**src/rtl/sram_ctl_pkg.sv**
```systemverilog
package sram_ctl_pkg;

    typedef enum logic [1:0] {
        WSEL_WE  = 2'd0,
        WSEL_CS  = 2'd1,
        WSEL_CE  = 2'd2,
        WSEL_ALT = 2'd3
    } wsel_e;

    typedef enum logic [2:0] {
        PH_OFF,
        PH_READ,
        PH_ARM,
        PH_PULSE,
        PH_RECOV
    } phase_e;

    typedef enum logic [2:0] {
        ST_IDLE,
        ST_RD_OPEN,
        ST_READ,
        ST_TURN,
        ST_WSETUP,
        ST_WPULSE,
        ST_WHOLD,
        ST_WRECOV
    } state_e;

    typedef struct packed {
        logic cs_n;
        logic ce;
        logic we_n;
        logic oe_n;
    } pins_t;

    function automatic int max2(input int a, input int b);
        return (a > b) ? a : b;
    endfunction

    // Recovery length so that both the pulse gap and the full write cycle are met
    function automatic int recov_len(input int wr, input int ah, input int wc,
                                     input int as_c, input int wp);
        return max2(1, max2(wr - ah, wc - as_c - wp - ah));
    endfunction

    function automatic pins_t released();
        pins_t p;
        p.cs_n = 1'b1;
        p.ce   = 1'b0;
        p.we_n = 1'b1;
        p.oe_n = 1'b1;
        return p;
    endfunction

    function automatic pins_t arm_pins(input wsel_e sel);
        pins_t p;
        p.cs_n = 1'b0;
        p.ce   = 1'b1;
        p.we_n = 1'b0;
        p.oe_n = 1'b1;
        case (sel)
            WSEL_CS: p.cs_n = 1'b1;
            WSEL_CE: p.ce   = 1'b0;
            default: p.we_n = 1'b1;
        endcase
        return p;
    endfunction

    function automatic pins_t map_pins(input wsel_e sel, input phase_e ph);
        pins_t p;
        p = released();
        case (ph)
            PH_READ: begin
                p.cs_n = 1'b0;
                p.ce   = 1'b1;
                p.oe_n = 1'b0;
            end
            PH_ARM:   p = arm_pins(sel);
            PH_PULSE: begin
                p.cs_n = 1'b0;
                p.ce   = 1'b1;
                p.we_n = 1'b0;
            end
            PH_RECOV: begin
                if (sel == WSEL_CS || sel == WSEL_CE) p = released();
                else                                  p = arm_pins(WSEL_WE);
            end
            default: p = released();
        endcase
        return p;
    endfunction

endpackage

```
**src/rtl/sram_ctl_timer.sv**
```systemverilog
module sram_ctl_timer #(
    parameter int CNT_W = 4
) (
    input  logic             clk,
    input  logic             rst,
    input  logic             load,
    input  logic [CNT_W-1:0] load_val,
    output logic             expired
);

    logic [CNT_W-1:0] cnt;

    always_ff @(posedge clk) begin
        if (rst)              cnt <= '0;
        else if (load)        cnt <= load_val;
        else if (cnt != '0)   cnt <= cnt - 1'b1;
    end

    assign expired = (cnt == '0);

endmodule

```
**src/rtl/sram_ctl_fsm.sv**
```systemverilog
module sram_ctl_fsm
    import sram_ctl_pkg::*;
#(
    parameter int ADDR_W  = 8,
    parameter int DATA_W  = 8,
    parameter int ACC_CYC = 4,
    parameter int AS_CYC  = 2,
    parameter int WP_CYC  = 3,
    parameter int AH_CYC  = 1,
    parameter int WR_CYC  = 3,
    parameter int HZ_CYC  = 3,
    parameter int WC_CYC  = 10
) (
    input  logic              clk,
    input  logic              rst,
    input  logic              req_valid,
    input  logic              req_write,
    input  wsel_e             req_sel,
    input  logic [ADDR_W-1:0] req_addr,
    input  logic [DATA_W-1:0] req_wdata,
    input  logic [DATA_W-1:0] dq_in,
    output logic              req_ready,
    output phase_e            phase,
    output wsel_e             sel_q,
    output logic [ADDR_W-1:0] addr_q,
    output logic [DATA_W-1:0] wdata_q,
    output logic              dq_oe,
    output logic              done,
    output logic [DATA_W-1:0] rd_data
);

    localparam int REC_CYC = recov_len(WR_CYC, AH_CYC, WC_CYC, AS_CYC, WP_CYC);
    localparam int MAX_D   = max2(max2(max2(ACC_CYC, HZ_CYC), max2(AS_CYC, WP_CYC)),
                                  max2(AH_CYC, REC_CYC));
    localparam int CNT_W   = $clog2(MAX_D + 1);

    state_e           state, state_n;
    logic             expired, load, accept;
    logic [CNT_W-1:0] load_val;

    function automatic logic [CNT_W-1:0] dur(input state_e s);
        case (s)
            ST_READ:   return CNT_W'(ACC_CYC - 1);
            ST_TURN:   return CNT_W'(HZ_CYC - 1);
            ST_WSETUP: return CNT_W'(AS_CYC - 1);
            ST_WPULSE: return CNT_W'(WP_CYC - 1);
            ST_WHOLD:  return CNT_W'(AH_CYC - 1);
            ST_WRECOV: return CNT_W'(REC_CYC - 1);
            default:   return '0;
        endcase
    endfunction

    assign req_ready = (state == ST_IDLE) || (state == ST_RD_OPEN);
    assign accept    = req_ready && req_valid;

    always_comb begin
        state_n = state;
        case (state)
            ST_IDLE:    if (req_valid) state_n = req_write ? ST_WSETUP : ST_READ;
            ST_RD_OPEN: if (req_valid) state_n = req_write ? ST_TURN : ST_READ;
            ST_READ:    if (expired) state_n = ST_RD_OPEN;
            ST_TURN:    if (expired) state_n = ST_WSETUP;
            ST_WSETUP:  if (expired) state_n = ST_WPULSE;
            ST_WPULSE:  if (expired) state_n = ST_WHOLD;
            ST_WHOLD:   if (expired) state_n = ST_WRECOV;
            ST_WRECOV:  if (expired) state_n = ST_IDLE;
            default:    state_n = ST_IDLE;
        endcase
        load     = (state_n != state);
        load_val = dur(state_n);
    end

    sram_ctl_timer #(.CNT_W(CNT_W)) u_timer (
        .clk      (clk),
        .rst      (rst),
        .load     (load),
        .load_val (load_val),
        .expired  (expired)
    );

    always_ff @(posedge clk) begin
        if (rst) begin
            state   <= ST_IDLE;
            sel_q   <= WSEL_WE;
            addr_q  <= '0;
            wdata_q <= '0;
            rd_data <= '0;
            done    <= 1'b0;
        end else begin
            state <= state_n;
            done  <= 1'b0;
            if (accept) begin
                addr_q <= req_addr;
                if (req_write) begin
                    wdata_q <= req_wdata;
                    sel_q   <= req_sel;
                end
            end
            if (state == ST_READ && expired) begin
                rd_data <= dq_in;
                done    <= 1'b1;
            end
            if (state == ST_WHOLD && expired) done <= 1'b1;
        end
    end

    always_comb begin
        case (state)
            ST_RD_OPEN, ST_READ: phase = PH_READ;
            ST_WSETUP, ST_WHOLD: phase = PH_ARM;
            ST_WPULSE:           phase = PH_PULSE;
            ST_WRECOV:           phase = PH_RECOV;
            default:             phase = PH_OFF;
        endcase
    end

    assign dq_oe = (state == ST_WPULSE) || (state == ST_WHOLD);


    done_pulse_chk: assert property (@(posedge clk) disable iff (rst)
        done |=> !done);


    sel_hold_chk: assert property (@(posedge clk) disable iff (rst)
        (state != ST_IDLE && state != ST_RD_OPEN) |=> $stable(sel_q));

endmodule

```
**src/rtl/sram_ctl_pins.sv**
```systemverilog
module sram_ctl_pins
    import sram_ctl_pkg::*;
(
    input  wsel_e  sel,
    input  phase_e phase,
    output pins_t  pins
);

    always_comb pins = map_pins(sel, phase);

endmodule

```
**src/rtl/sram_ctl.sv**
```systemverilog
module sram_ctl
    import sram_ctl_pkg::*;
#(
    parameter int ADDR_W  = 8,
    parameter int DATA_W  = 8,
    parameter int ACC_CYC = 4,
    parameter int AS_CYC  = 2,
    parameter int WP_CYC  = 3,
    parameter int AH_CYC  = 1,
    parameter int WR_CYC  = 3,
    parameter int HZ_CYC  = 3,
    parameter int WC_CYC  = 10
) (
    input  logic              clk,
    input  logic              rst,
    input  logic              req_valid,
    input  logic              req_write,
    input  logic [1:0]        req_wsel,
    input  logic [ADDR_W-1:0] req_addr,
    input  logic [DATA_W-1:0] req_wdata,
    output logic              req_ready,
    output logic              done,
    output logic [DATA_W-1:0] rd_data,
    output logic [ADDR_W-1:0] mem_addr,
    output logic              mem_cs_n,
    output logic              mem_ce,
    output logic              mem_we_n,
    output logic              mem_oe_n,
    output logic [DATA_W-1:0] mem_dq_out,
    output logic              mem_dq_oe,
    input  logic [DATA_W-1:0] mem_dq_in
);

    localparam int PR_W = $clog2(WP_CYC + 2);

    phase_e phase;
    wsel_e  sel_q;
    pins_t  pins;

    sram_ctl_fsm #(
        .ADDR_W  (ADDR_W),
        .DATA_W  (DATA_W),
        .ACC_CYC (ACC_CYC),
        .AS_CYC  (AS_CYC),
        .WP_CYC  (WP_CYC),
        .AH_CYC  (AH_CYC),
        .WR_CYC  (WR_CYC),
        .HZ_CYC  (HZ_CYC),
        .WC_CYC  (WC_CYC)
    ) u_fsm (
        .clk       (clk),
        .rst       (rst),
        .req_valid (req_valid),
        .req_write (req_write),
        .req_sel   (wsel_e'(req_wsel)),
        .req_addr  (req_addr),
        .req_wdata (req_wdata),
        .dq_in     (mem_dq_in),
        .req_ready (req_ready),
        .phase     (phase),
        .sel_q     (sel_q),
        .addr_q    (mem_addr),
        .wdata_q   (mem_dq_out),
        .dq_oe     (mem_dq_oe),
        .done      (done),
        .rd_data   (rd_data)
    );

    sram_ctl_pins u_pins (
        .sel   (sel_q),
        .phase (phase),
        .pins  (pins)
    );

    assign mem_cs_n = pins.cs_n;
    assign mem_ce   = pins.ce;
    assign mem_we_n = pins.we_n;
    assign mem_oe_n = pins.oe_n;

    logic            wr_act;
    logic [PR_W-1:0] pulse_run;

    assign wr_act = !mem_cs_n && mem_ce && !mem_we_n;

    always_ff @(posedge clk) begin
        if (rst)         pulse_run <= '0;
        else if (wr_act) pulse_run <= pulse_run + 1'b1;
        else             pulse_run <= '0;
    end


    pulse_width_chk: assert property (@(posedge clk) disable iff (rst)
        $fell(wr_act) |-> (pulse_run == PR_W'(WP_CYC)));


    bus_dir_chk: assert property (@(posedge clk) disable iff (rst)
        mem_dq_oe |-> mem_oe_n);


    read_ctl_chk: assert property (@(posedge clk) disable iff (rst)
        !mem_oe_n |-> (!mem_cs_n && mem_ce && mem_we_n));


    addr_stable_chk: assert property (@(posedge clk) disable iff (rst)
        wr_act |-> $stable(mem_addr));


    wdata_hold_chk: assert property (@(posedge clk) disable iff (rst)
        (mem_dq_oe && $past(mem_dq_oe)) |-> $stable(mem_dq_out));


    pulse_drive_chk: assert property (@(posedge clk) disable iff (rst)
        wr_act |-> mem_dq_oe);

endmodule

```
**config.mk**
```make
export PLATFORM = sky130hd
export DESIGN_NAME = sram_ctl
export DESIGN_NICKNAME = d
export VERILOG_FILES = /design/src/rtl/sram_ctl_pkg.sv /design/src/rtl/sram_ctl_timer.sv /design/src/rtl/sram_ctl_fsm.sv /design/src/rtl/sram_ctl_pins.sv /design/src/rtl/sram_ctl.sv
export SDC_FILE = /design/constraint.sdc
export NUM_CORES = 1
export LEC_CHECK = 0
export ABC_AREA = 1
export CORE_MARGIN = 2
export CORE_UTILIZATION = 55
export DETAILED_ROUTE_END_ITERATION = 10
export DONT_BUFFER_PORTS = 1
export HOLD_SLACK_MARGIN = 0.02
export PLACE_DENSITY = 0.72
export SYNTH_ARGS = -nofsm -noshare
export SYNTH_HDL_FRONTEND = slang
export SYNTH_HIERARCHICAL = 1
export SYNTH_SLANG_ARGS = --single-unit
export TNS_END_PERCENT = 100
```
**constraint.sdc**
```tcl
create_clock -name clk -period 2.7 [get_ports clk]
set_clock_uncertainty 0.2 [all_clocks]
set_input_delay 0.135 -clock clk [delete_from_list [all_inputs] [get_ports clk]]
set_output_delay 0.135 -clock clk [all_outputs]
set_load 0.01 [all_outputs]
```
; ---- Yosys cells after proc, flatten, opt, wreduce, memory -nomap -nowiden
; Cells that the tools add are included.
[op_classes]
n_addsub = 1
n_mul = 0
div = 0
magnitude_cmp = 0
n_eq_ne = 19
n_shift = 0
muxes = 24
bitwise_logic = 0
reduce_logical = 17
[op_table]
columns = cell, n
row1 = two-way mux 3 bit, 11
row2 = "== test 3 bit, second input constant", 8
row3 = one-hot mux 3 bit (8 select lines), 1
row4 = "== test 3 x 2 -> 1 bit, second input constant", 6
row5 = one-hot mux 2 bit (3 select lines), 2
row6 = one-hot mux 3 bit (4 select lines), 1
row7 = OR reduction 2 bit, 6
row8 = "== test 3 x 1 -> 1 bit, second input constant", 2
row9 = zero test 3 bit, 2
row10 = two-way mux 1 bit, 6
row11 = two-way mux 4 bit, 1
row12 = logical AND 1 bit, 3
row13 = logical OR 1 bit, 3
row14 = inequality test 3 bit, 1
row15 = one-hot mux 1 bit (3 select lines), 1
row16 = nonzero test 3 bit, 1
row17 = "subtractor 3 x 1 -> 3 bit, second input constant", 1
row18 = "== test 2 x 1 -> 1 bit, second input constant", 1
row19 = "== test 2 bit, second input constant", 1
row20 = one-hot mux 1 bit (2 select lines), 1
row21 = AND reduction 2 bit, 1
row22 = nonzero test 2 bit, 1
[totals]
regBits = 33
latchBits = 0
mem_bits_rw = 0
rom_bits = 0
elab_cells = 68
n_memories = 0

; ---- Longest topological paths before layout
; Gate-level depths: netlist of run 1.
[depth]
ltp_word = 7
depth_mapped = 17
ltp_nobuf = 17

; ---- Modules after synthesis
; Netlist of run 1, hierarchy kept.
[by_module_without_submodules]
columns = mod, instances, cells_each, area_each_um2, seq_area_each_um2
row1 = sram_ctl_fsm, 1, 188, 1303.8, 600.6
row2 = sram_ctl_timer, 1, 28, 198.9, 60.1
row3 = sram_ctl_pins, 1, 20, 111.4, 0.0

; ---- Worst setup path before layout of run 1
; Ideal clock, no wire load.
[synth_path]
path_type = reg2reg
start = reg u_fsm.u_timer.cnt[0]
end = reg u_fsm.u_timer.cnt[1]
arrival_ps = 1964
required_ps = 2386
slack_ps = 422
path_stages_with_launch = 16
period_less_slack_ps = 2278
cell_sequence = dfxtp_1 -> inv_1 -> ha_1 -> inv_1 -> nor2_1 -> inv_1 -> nand3_1 -> nand2_1 -> nor2_1 -> nand3_1 -> nand2_1 -> nand3_1 -> inv_2 -> nand3_2 -> o21bai_1 -> nor2_1
[synth_rtl]
columns = item, line
row1 = "start, declared", sram_ctl_timer.sv:11  ; logic [CNT_W-1:0] cnt;
row2 = "start signal, assigned", sram_ctl_timer.sv:15  ; else if (load) cnt <= load_val;
row3 = "start signal, assigned", sram_ctl_timer.sv:16  ; else if (cnt != '0) cnt <= cnt - 1'b1;
row4 = zero test 3 bit (*), sram_ctl_timer.sv:19  ; assign expired = (cnt == '0);
row5 = named net u_fsm.expired, sram_ctl_fsm.sv:38  ; logic expired, load, accept;
row6 = "two-way mux 3 bit, or another cell as far along", sram_ctl_fsm.sv:66  ; ST_WRECOV: if (expired) state_n = ST_IDLE;
row7 = one-hot mux 3 bit (8 select lines) (*), sram_ctl_fsm.sv:58  ; case (state)
row8 = inequality test 3 bit (*), sram_ctl_fsm.sv:69  ; load = (state_n != state);
row9 = named net u_fsm.load, sram_ctl_fsm.sv:38
row10 = two-way mux 3 bit or nonzero test 2 bit (tied branches), n/a
; The timed path passes the listed nets; every way through them passes the cells marked *. The select of a mux whose other input is x is not followed.
; A chain may end at the register's enable or synchronous reset.

; ---- Worst setup path in the final report of run 1
; Ends and elaborated chain as after synthesis.

==> impl_metrics.tcl, run 1 <==
set metrics [dict create \
    status "finished clean" \
    cp_slowest_cell "dfxtp_1" \
    clk_latency_ns 0.33 \
    die-area_um2 3380 \
    dp_hpwl_um 2590 \
    grt_pass1_wl_um 6690 \
    antenna_found_initial 0 \
    cts_made_buffers 5 \
    antenna_cells 0 \
    fmax_ghz 0.410 \
    drc 0 \
    r2r_end "u_fsm/u_timer/cnt[1]" \
    rsz0062_at_grt "no" \
    grt_max_degree 21 \
    drv_cap 0 \
    cellLeakagePower_nw 0.904 \
    wl_um 4020 \
    path_buf_inv 4 \
    clockBufferDepth 2 \
    max_stage_delay_ns 0.34 \
    worstHoldEndpoint "u_fsm/state[1]" \
    ir_drop_v 0.000818 \
    drtPass1Iterations 4 \
    grt-ovfl-total 0 \
    drt_iter0_markers 69 \
    critPathTopFamily "simple AND/OR/NAND/NOR gates" \
    path_class "flop to flop" \
    yosys.cell_types.count 27 \
    drv_slew 0 \
    die_h_um 58.2 \
    num_rows 19 \
    cts_sinks 33 \
    worst_slew_pin_slew_ns 0.634 \
    h-tree-depth 2 \
    grtUsageTotal_pct 25.7 \
    fin_tns_setup_ns 0 \
    holdCritStartpoint "req_valid" \
    netlist_instances 236 \
    crit_arrival_ns 2.47 \
    critPathCaptureType "flop" \
    final_area_um2 2000 \
    wl_per_cell_um 13.5 \
    ys_seq_area_share_pct 40.9 \
    viasPerCell 5.48 \
    rr_worst_depth 15 \
    setup_violations 0 \
    ant_nets 0 \
    portBuffers 0 \
    drive_above_1_share_pct 7.87 \
    rrSetupSlack_ns 0.26 \
    placed_area_um2 1620 \
    finalNetCount 300 \
    cp_data_required_time_ns 2.73 \
    path_max_fanout 6 \
    hold_violations 0 \
    cp_cell_sequence "inv_1 -> ha_1 -> inv_1 -> nor2_1 -> inv_1 -> nand3_1 -> nand2_1 -> nor2_1 -> nand3_1 -> nand2_1 -> nand3_1 -> inv_2 -> nand3_2 -> o21bai_1 -> nor2_1" \
    rr_startpoint "u_fsm/u_timer/cnt[0]" \
    final-seq-area_um2 661 \
    syn_avg_cell_area_um2 6.84 \
    fin_crit_ns 2.44 \
    synth_fp_nets 270 \
    synth_area_um2 1610 \
    tritoncts "built" \
    slew-limit-headroom_pct 57.6 \
    worstHoldPathType "primary input to flop" \
    cts_root_buf "clkbuf_4" \
    multi_input_area_um2 821 \
    via_count 1632 \
    crit_start "u_fsm/u_timer/cnt[0]" \
    gp_congestion 0.908 \
    yosysWarnings 6 \
    coreArea_um2 2780 \
    initial_utilization_pct 58.0 \
    grt_pass1_vias 1589 \
    power.density_nw_per_um2 1030 \
    finalCritPeriodShare_pct 90.3 \
    crit_path_start_kind "flop" \
    hold_path_depth 5 \
    fp.dieW_um 58.2 \
    cts_setup_buffers 0 \
    area_growth_pct 24.2 \
    pin_count 61 \
    ys_ff_latch 33 \
    fill_cells 205 \
    clk_pin_slew_ns 0.10 \
]
## placed cells by master (no fill, tap or decap), drive strengths merged
cell type,instances
o21ai,20
o21bai,2
dlygate4sd3,29
nor2,50
inv,26
nand3,27
bufinv,1
nand4,4
or2,1
o211ai,1
clkinvlp,1
nor4,1
ha,4
xnor2,1
conb,1
clkbuf,6
dfxtp,33
a21oi,17
buf,1
nand2,41
## cell type report
cell class	count	area share, %
sequential	33	33.0
inverter	26	4.87
timing repair buffer	30	14.9
clock buffer	6	2.56
multi-input combinational	170	40.9
clock inverter	2	1.87
tap	31	1.94
## cells in the mapped netlist (all sizes together)
master / count / area (um2)
a21oi: 17 / 88.8
buf: 5 / 32.5
clkbuf: 2 / 7.51
conb: 1 / 3.75
dfxtp: 33 / 661
ha: 4 / 50.1
inv: 26 / 97.6
nand2: 41 / 164
nand3: 27 / 140
nand4: 4 / 25.0
nor2: 50 / 200
nor4: 1 / 6.26
o211ai: 1 / 7.51
o21ai: 20 / 100
o21bai: 2 / 15.0
or2: 1 / 6.26
xnor2: 1 / 8.76
## worst register-to-register path: stages, from the launching register on
cell and delay (ns):
dfxtp_1 0.34, inv_1 0.08, ha_1 0.21, inv_1 0.05, nor2_1 0.12, inv_1 0.13, nand3_1 0.11, nand2_1 0.05
nor2_1 0.13, nand3_1 0.17, nand2_1 0.10, nand3_1 0.17, inv_2 0.13, nand3_2 0.12, o21bai_1 0.17, nor2_1 0.06
## logic make-up (layout without fill, tap and decap cells)
logic type / count (synthesis) / after routing / share of synthesized area, %
AOI/OAI and AO/OA: 40 / 40 / 13.1
and+or+nand+nor: 124 / 124 / 33.6
xor gates and xnor gates: 1 / 1 / 0.543
buffers and inverters: 33 / 64 / 8.53
DFF: 33 / 33 / 40.9
other: 1 / 1 / 0.232
adders and majority gates: 4 / 4 / 3.10
## worst max-delay path by stage
stage	to	cells past startpoint
5_1_grt	u_fsm/u_timer/cnt[1]	15
2_1_floorplan	u_fsm/u_timer/cnt[1]	15
3_3_place_gp	u_fsm/u_timer/cnt[1]	15
3_5_place_dp	u_fsm/u_timer/cnt[1]	15
6_report	u_fsm/u_timer/cnt[1]	15
4_1_cts	u_fsm/wdata_q[4]	7
## power by group
group | leakage (nW) | internal [mW] | switching [mW]
registers | 0.271 | 0.605 | 0.145
logic | 0.588 | 0.317 | 0.616
clock network | 0.0445 | 0.220 | 0.168
## sequential cells by signal, summed over array words and instances (netlist names)
signal	cells
u_fsm/state	3
u_fsm/u_timer/cnt	3
u_fsm/rd_data	8
u_fsm/wdata_q	8
u_fsm/done	1
u_fsm/addr_q	8
u_fsm/sel_q	2
## stage by stage
| step | power, mW | hold WS, ns | setup WS, ns | std cells | util, % |
|---|---|---|---|---|---|
| 2_1_floorplan | 1.47 | -0.00256 | 0.422 | 236 | - |
| 3_3_place_gp | 1.57 | 0.00279 | 0.485 | 261 | 58.3 |
| 3_5_place_dp | 1.63 | 0.0101 | 0.298 | 261 | 58.3 |
| 4_1_cts | 2.06 | 0.0835 | 0.242 | 298 | 71.9 |
| 5_1_grt | 2.23 | 0.161 | 0.0562 | 298 | 72.1 |
| 6_report | 2.07 | 0.0830 | 0.263 | 298 | 72.1 |
## layer usage
layer  wire length, um  up-vias  GRT usage (%)
li1                  -      823              -
met1              1630      737           28.3
met2              1990       62           45.6
met3               317       10           8.26
met4                84        0           10.3
met5                 0        -              0
## timing repair
item,4_1_cts,5_1_grt
hold buffers,29,0
resized for setup,0,1
hold endpoints to repair,33,0
setup endpoints to repair,0,1
Power figures use the tool's default switching activity.
==> run 2: changes to the inputs <==
CORE_MARGIN = default   (was 2)
CORE_UTILIZATION = 30   (was 55)
PLACE_DENSITY = 0.46   (was 0.72)
==> impl_metrics.tcl, run 2 (synthesis gave the netlist of run 1 again) <==
set metrics [dict create \
    power.density_nw_per_um2 963 \
    crit_arrival_ns 2.47 \
    worst_slack_ns 0.243 \
    die_h_um 75.4 \
    cts_hold_buf 37 \
    grt_max_degree 18 \
    clockBufferDepth 2 \
    initial_utilization_pct 31.4 \
    pwr-share-clk_pct 17.7 \
    portBuffers 0 \
    antenna_found_initial 0 \
    dp_hpwl_um 2710 \
    clk_latency_ns 0.29 \
    wl_um 4290 \
    worst_slew_pin_slew_ns 0.669 \
    num_rows 26 \
    final-seq-area_um2 661 \
    cts_setup_buffers 0 \
    hold_path_depth 3 \
    cts_root_buf "clkbuf_8" \
    rsz0062_at_grt "no" \
    grt_pass1_vias 1525 \
    multi_input_area_um2 816 \
    fin_tns_setup_ns 0 \
    crit_path_start_kind "flop" \
    coreArea_um2 5140 \
    fill_cells 572 \
    use_met1_pct 18.5 \
    clk_pin_slew_ns 0.07 \
    pin_count 61 \
    cp_data_required_time_ns 2.71 \
    drive_above_1_share_pct 8.30 \
    worstHoldPathType "primary input to flop" \
    drt_iter0_markers 75 \
    cts_made_buffers 5 \
    die-area_um2 5680 \
    switching_share_pct 45.4 \
    tritoncts "built" \
    critPathCaptureType "flop" \
    area_growth_pct 32.6 \
    use_met3_pct 5.03 \
    grt.busiest_layer "met2" \
    cts_sinks 33 \
    reg_top3 "u_fsm/addr_q x8, u_fsm/rd_data x8, u_fsm/wdata_q x8" \
    status "finished clean" \
    cellLeakagePower_nw 0.929 \
    ant_nets 0 \
    finalNetCount 310 \
    fmax_ghz 0.407 \
    viasPerCell 4.74 \
    drtPass1Iterations 4 \
    gp_congestion 0.850 \
    via_count 1646 \
    grt_pass1_wl_um 6760 \
    antenna_cells 0 \
    drc 0 \
    p_int_mw 1.13 \
    finalCritPeriodShare_pct 91.0 \
    grtUsageMet2_pct 27.9 \
    seqPwrFrac_pct 36.5 \
    h-tree-depth 2 \
    ir_drop_v 0.000469 \
    fp.dieW_um 75.4 \
    dpl_worst_slack_ns 0.332 \
    cts_resized 0 \
    slew-limit-headroom_pct 55.3 \
    grtUsageTotal_pct 16.0 \
    drv_cap 0 \
    wl_per_cell_um 12.4 \
    path_class "flop to flop" \
    power_frac_comb_pct 45.8 \
    setup_violations 0 \
    hold_violations 0 \
    p_sw_uw 935 \
    grt-ovfl-total 0 \
    layout_common_cells "nor2_1, nand2_1, dlygate4sd3_1, dfxtp_1, nand3_1" \
    layout_commonest_cell "nor2_1" \
    rr_worst_depth 7 \
    drv_slew 0 \
    fin_crit_ns 2.46 \
    path_max_fanout 12 \
]
[run 2: cell types whose count changed in the layout (fill, tap and decap cells not counted)]
cell / previous run / this run
bufinv_16: 1 / 0
clkinv_2: 0 / 2
nor2_2: 1 / 2
clkbuf_8: 1 / 5
clkbuf_4: 5 / 0
dlygate4sd3_1: 29 / 37
nor2_4: 2 / 1
buf_4: 1 / 3
[run 2: final timing paths]
check,from,endpoint,slack (ns)
worst max-delay path,u_fsm/state[1],u_fsm/wdata_q[5],0.24
worst min-delay path,rst,u_fsm/state[1],0.07
worst max register to register,u_fsm/state[1],u_fsm/wdata_q[5],0.24
worst min register to register,u_fsm/sel_q[1],u_fsm/sel_q[1],0.29
[run 2: power groups by stage]
stage               registers [mW]  clock network [mW]  logic, mW
global placement             0.768                   0      0.883
global route                 0.772               0.402       1.08
detailed placement           0.761                   0      0.882
finish                       0.752               0.366      0.943
floorplan                    0.709                   0      0.758
CTS                          0.752               0.385      0.944
[run 2: stage by stage]
step	cell area, um2	hold slack (ns)	cells	power, mW	util, %
2_1_floorplan	1610	-0.00256	236	1.47	-
3_3_place_gp	1680	0.00124	302	1.65	32.8
3_5_place_dp	1680	0.00347	302	1.64	32.8
4_1_cts	2140	0.0739	347	2.08	41.7
5_1_grt	2140	0.126	347	2.25	41.7
6_report	2140	0.0728	347	2.06	41.7
[run 2: area by class of cell]
| type | count | area share (%) |
|---|---|---|
| clock buffer | 5 | 3.21 |
| sequential | 33 | 30.9 |
| inverter | 26 | 4.56 |
| multi-input combinational | 170 | 38.1 |
| timing repair buffer | 40 | 18.4 |
| clock inverter | 3 | 0.818 |
| tap | 70 | 4.09 |
[run 2: worst max-delay path, stage by stage, from the launching register on]
cell           delay, ns
dfxtp_1             0.42
inv_2               0.16
nand2_2             0.09
nor2_2              0.48
buf_4               0.24
nand3_1             0.06
dlygate4sd3_1       0.57
a21oi_1             0.16
[run 2: per-layer routing]
metal | vias up | routed length (um)
met3 | 7 | 256
met1 | 749 | 1910
met5 | - | 0
li1 | 841 | -
met4 | 0 | 59
met2 | 49 | 2070
==> run 3: changes to the inputs <==
ABC_AREA = default   (was 1)
==> impl_metrics.tcl, run 3 <==
set metrics [dict create \
    status "finished clean" \
    grtUsageMet2_pct 24.6 \
    fin_tns_setup_ns 0 \
    synth.largest_area_cell "dfxtp_1" \
    drt_iter0_markers 71 \
    path_max_fanout 9 \
    wl_um 3980 \
    wl_per_cell_um 13.6 \
    ys_ff_latch 33 \
    drive_above_1_share_pct 8.07 \
    coreArea_um2 5140 \
    cp_data_required_time_ns 2.68 \
    rsz0062_at_grt "no" \
    setup_violations 0 \
    grtUsageTotal_pct 14.6 \
    grt_pass1_wl_um 6050 \
    die_h_um 75.2 \
    crit_arrival_ns 2.49 \
    power.density_nw_per_um2 866 \
    dp_hpwl_um 2440 \
    tritoncts "built" \
    ys_seq_area_share_pct 41.1 \
    synth-edff-count 0 \
    viasPerCell 4.86 \
    yosys.cell_types.count 43 \
    async_flop_share_pct 0 \
    reg_top3 "u_fsm/addr_q x8, u_fsm/rd_data x8, u_fsm/wdata_q x8" \
    pin_count 61 \
    clk_latency_ns 0.28 \
    drv_slew 0 \
    synthMuxAreaShare_pct 9.95 \
    synth_area_um2 1610 \
    worst_slack_ns 0.189 \
    worstHoldPathType "primary input to flop" \
    fin_crit_ns 2.51 \
    slew-limit-headroom_pct 60.9 \
    fp.dieW_um 75.2 \
    layout_common_cells "dlygate4sd3_1, dfxtp_1, nand2_1, nor2_1, mux2i_1" \
    crit_path_start_kind "flop" \
    cts_made_buffers 5 \
    cts_root_buf "clkbuf_8" \
    ant_nets 0 \
    ir_drop_v 0.000305 \
    grt-ovfl-total 0 \
    synth_common_cells "dfxtp_1, nand2_1, nor2_1, mux2i_1, a21oi_1" \
    drc 0 \
    rr_worst_depth 8 \
    yosysMostFrequentCell "dfxtp_1" \
    path_class "flop to flop" \
    layout_commonest_cell "dlygate4sd3_1" \
    fmax_ghz 0.398 \
    initial_utilization_pct 31.3 \
    clk_pin_slew_ns 0.08 \
    yosysTopAreaCellShare_pct 41.1 \
    drtPass1Iterations 4 \
    num_rows 26 \
    synth_flop_cell "dfxtp_1" \
    hold_path_depth 3 \
    use_met1_pct 17.8 \
    hold_violations 0 \
    drv_cap 0 \
    yosysWarnings 6 \
    netlist_instances 181 \
    gp_congestion 0.785 \
    portBuffers 0 \
    worst_slew_pin_slew_ns 0.585 \
    antenna_cells 0 \
    via_count 1425 \
    critPathCaptureType "flop" \
    fill_cells 526 \
    yosys.area_share.xor_xnor_pct 1.63 \
    finalCritPeriodShare_pct 93.0 \
    synth_top_family_by_area "simple AND/OR/NAND/NOR gates" \
    synth_area_leaders "dfxtp_1, mux2i_1, nand2_1, a21oi_1, nor2_1" \
    area_growth_pct 37.6 \
    grt_pass1_vias 1304 \
    cts_setup_buffers 0 \
    synthSimpleGateAreaFrac_pct 23.5 \
    synth_fp_nets 215 \
    use_met3_pct 4.15 \
    clockBufferDepth 2 \
    dpl_worst_slack_ns 0.546 \
    cellLeakagePower_nw 0.852 \
    synth_compound_area_share_pct 13.7 \
    finalNetCount 256 \
    cts_sinks 33 \
    die-area_um2 5660 \
    syn_avg_cell_area_um2 8.89 \
    grt.busiest_layer "met2" \
    grt_max_degree 34 \
    synthAdderAreaFrac_pct 3.11 \
    h-tree-depth 2 \
    antenna_found_initial 0 \
]
run 3: cell count changes after synthesis, sizes merged, moves of 4 or more:
cell / change
nand2: -17
buf: +4
mux2i: +16
nand4: -4
inv: -17
or3b: +4
nor2b: +5
o21ai: -16
nor2: -32
nand2b: +6
nand3: -27
run 3: power by group:
part           total, mW  switching (mW)  internal [mW]
logic              0.760           0.395          0.365
clock network      0.489           0.188          0.300
registers          0.668          0.0990          0.569
total               1.92           0.682           1.23
run 3: cell type report:
cell class | count | area [um2] | area share (%)
multi-input cells | 127 | 848 | 38.3
repair buffers | 46 | 463 | 20.9
well taps | 70 | 87.6 | 3.96
clock inverters | 2 | 37.5 | 1.70
flip-flops and latches | 33 | 661 | 29.8
clock buffers | 6 | 82.6 | 3.73
inverters | 9 | 33.8 | 1.53
run 3: cells by family after synthesis:
family / count (synthesis)
AO/OA/AOI/OAI: 33
XOR/XNOR: 3
adder cells (fa/ha/maj): 4
buffers and inverters: 21
flip-flops: 33
multiplexers: 16
other: 1
AND/OR/NAND/NOR: 70
run 3: metal layers:
| layer | up-vias | wire [um] |
|---|---|---|
| met4 | 0 | 54 |
| li1 | 693 | - |
| met1 | 672 | 1730 |
| met3 | 6 | 227 |
| met2 | 54 | 1970 |
| met5 | - | 0 |
run 3: repair_timing:
action,4_1_cts,5_1_grt
endpoints found under the hold margin,33,0
hold buffers,43,0
endpoints found under the setup margin,0,8
resized for setup,0,3
run 3: worst paths after layout:
check	startpoint	endpoint	slack [ns]
max	u_fsm/u_timer/cnt[0]	u_fsm/rd_data[2]	0.19
min reg2reg	u_fsm/sel_q[0]	u_fsm/sel_q[0]	0.28
max reg2reg	u_fsm/u_timer/cnt[0]	u_fsm/rd_data[2]	0.19
min	req_write	u_fsm/state[2]	0.03
run 3: stage by stage:
stage	cell area, um2	hold WS, ns	power [mW]	util (%)	cells
finish	2210	0.0296	1.92	43.1	293
global route	2210	0.0824	2.05	43.1	293
CTS	2200	0.0276	1.91	42.9	293
detailed placement	1640	0.00745	1.33	32.0	242
global placement	1640	0.00784	1.30	32.0	242
floorplan	1610	0.00286	1.25	-	181
run 3: worst max-delay path: stages (launching register included):
cell           delay [ns]
dfxtp_1              0.33
inv_1                0.08
ha_1                 0.21
nand2b_1             0.11
inv_1                0.25
and4bb_4             0.41
mux2i_1              0.21
nor2_1               0.06
dlygate4sd3_1        0.55
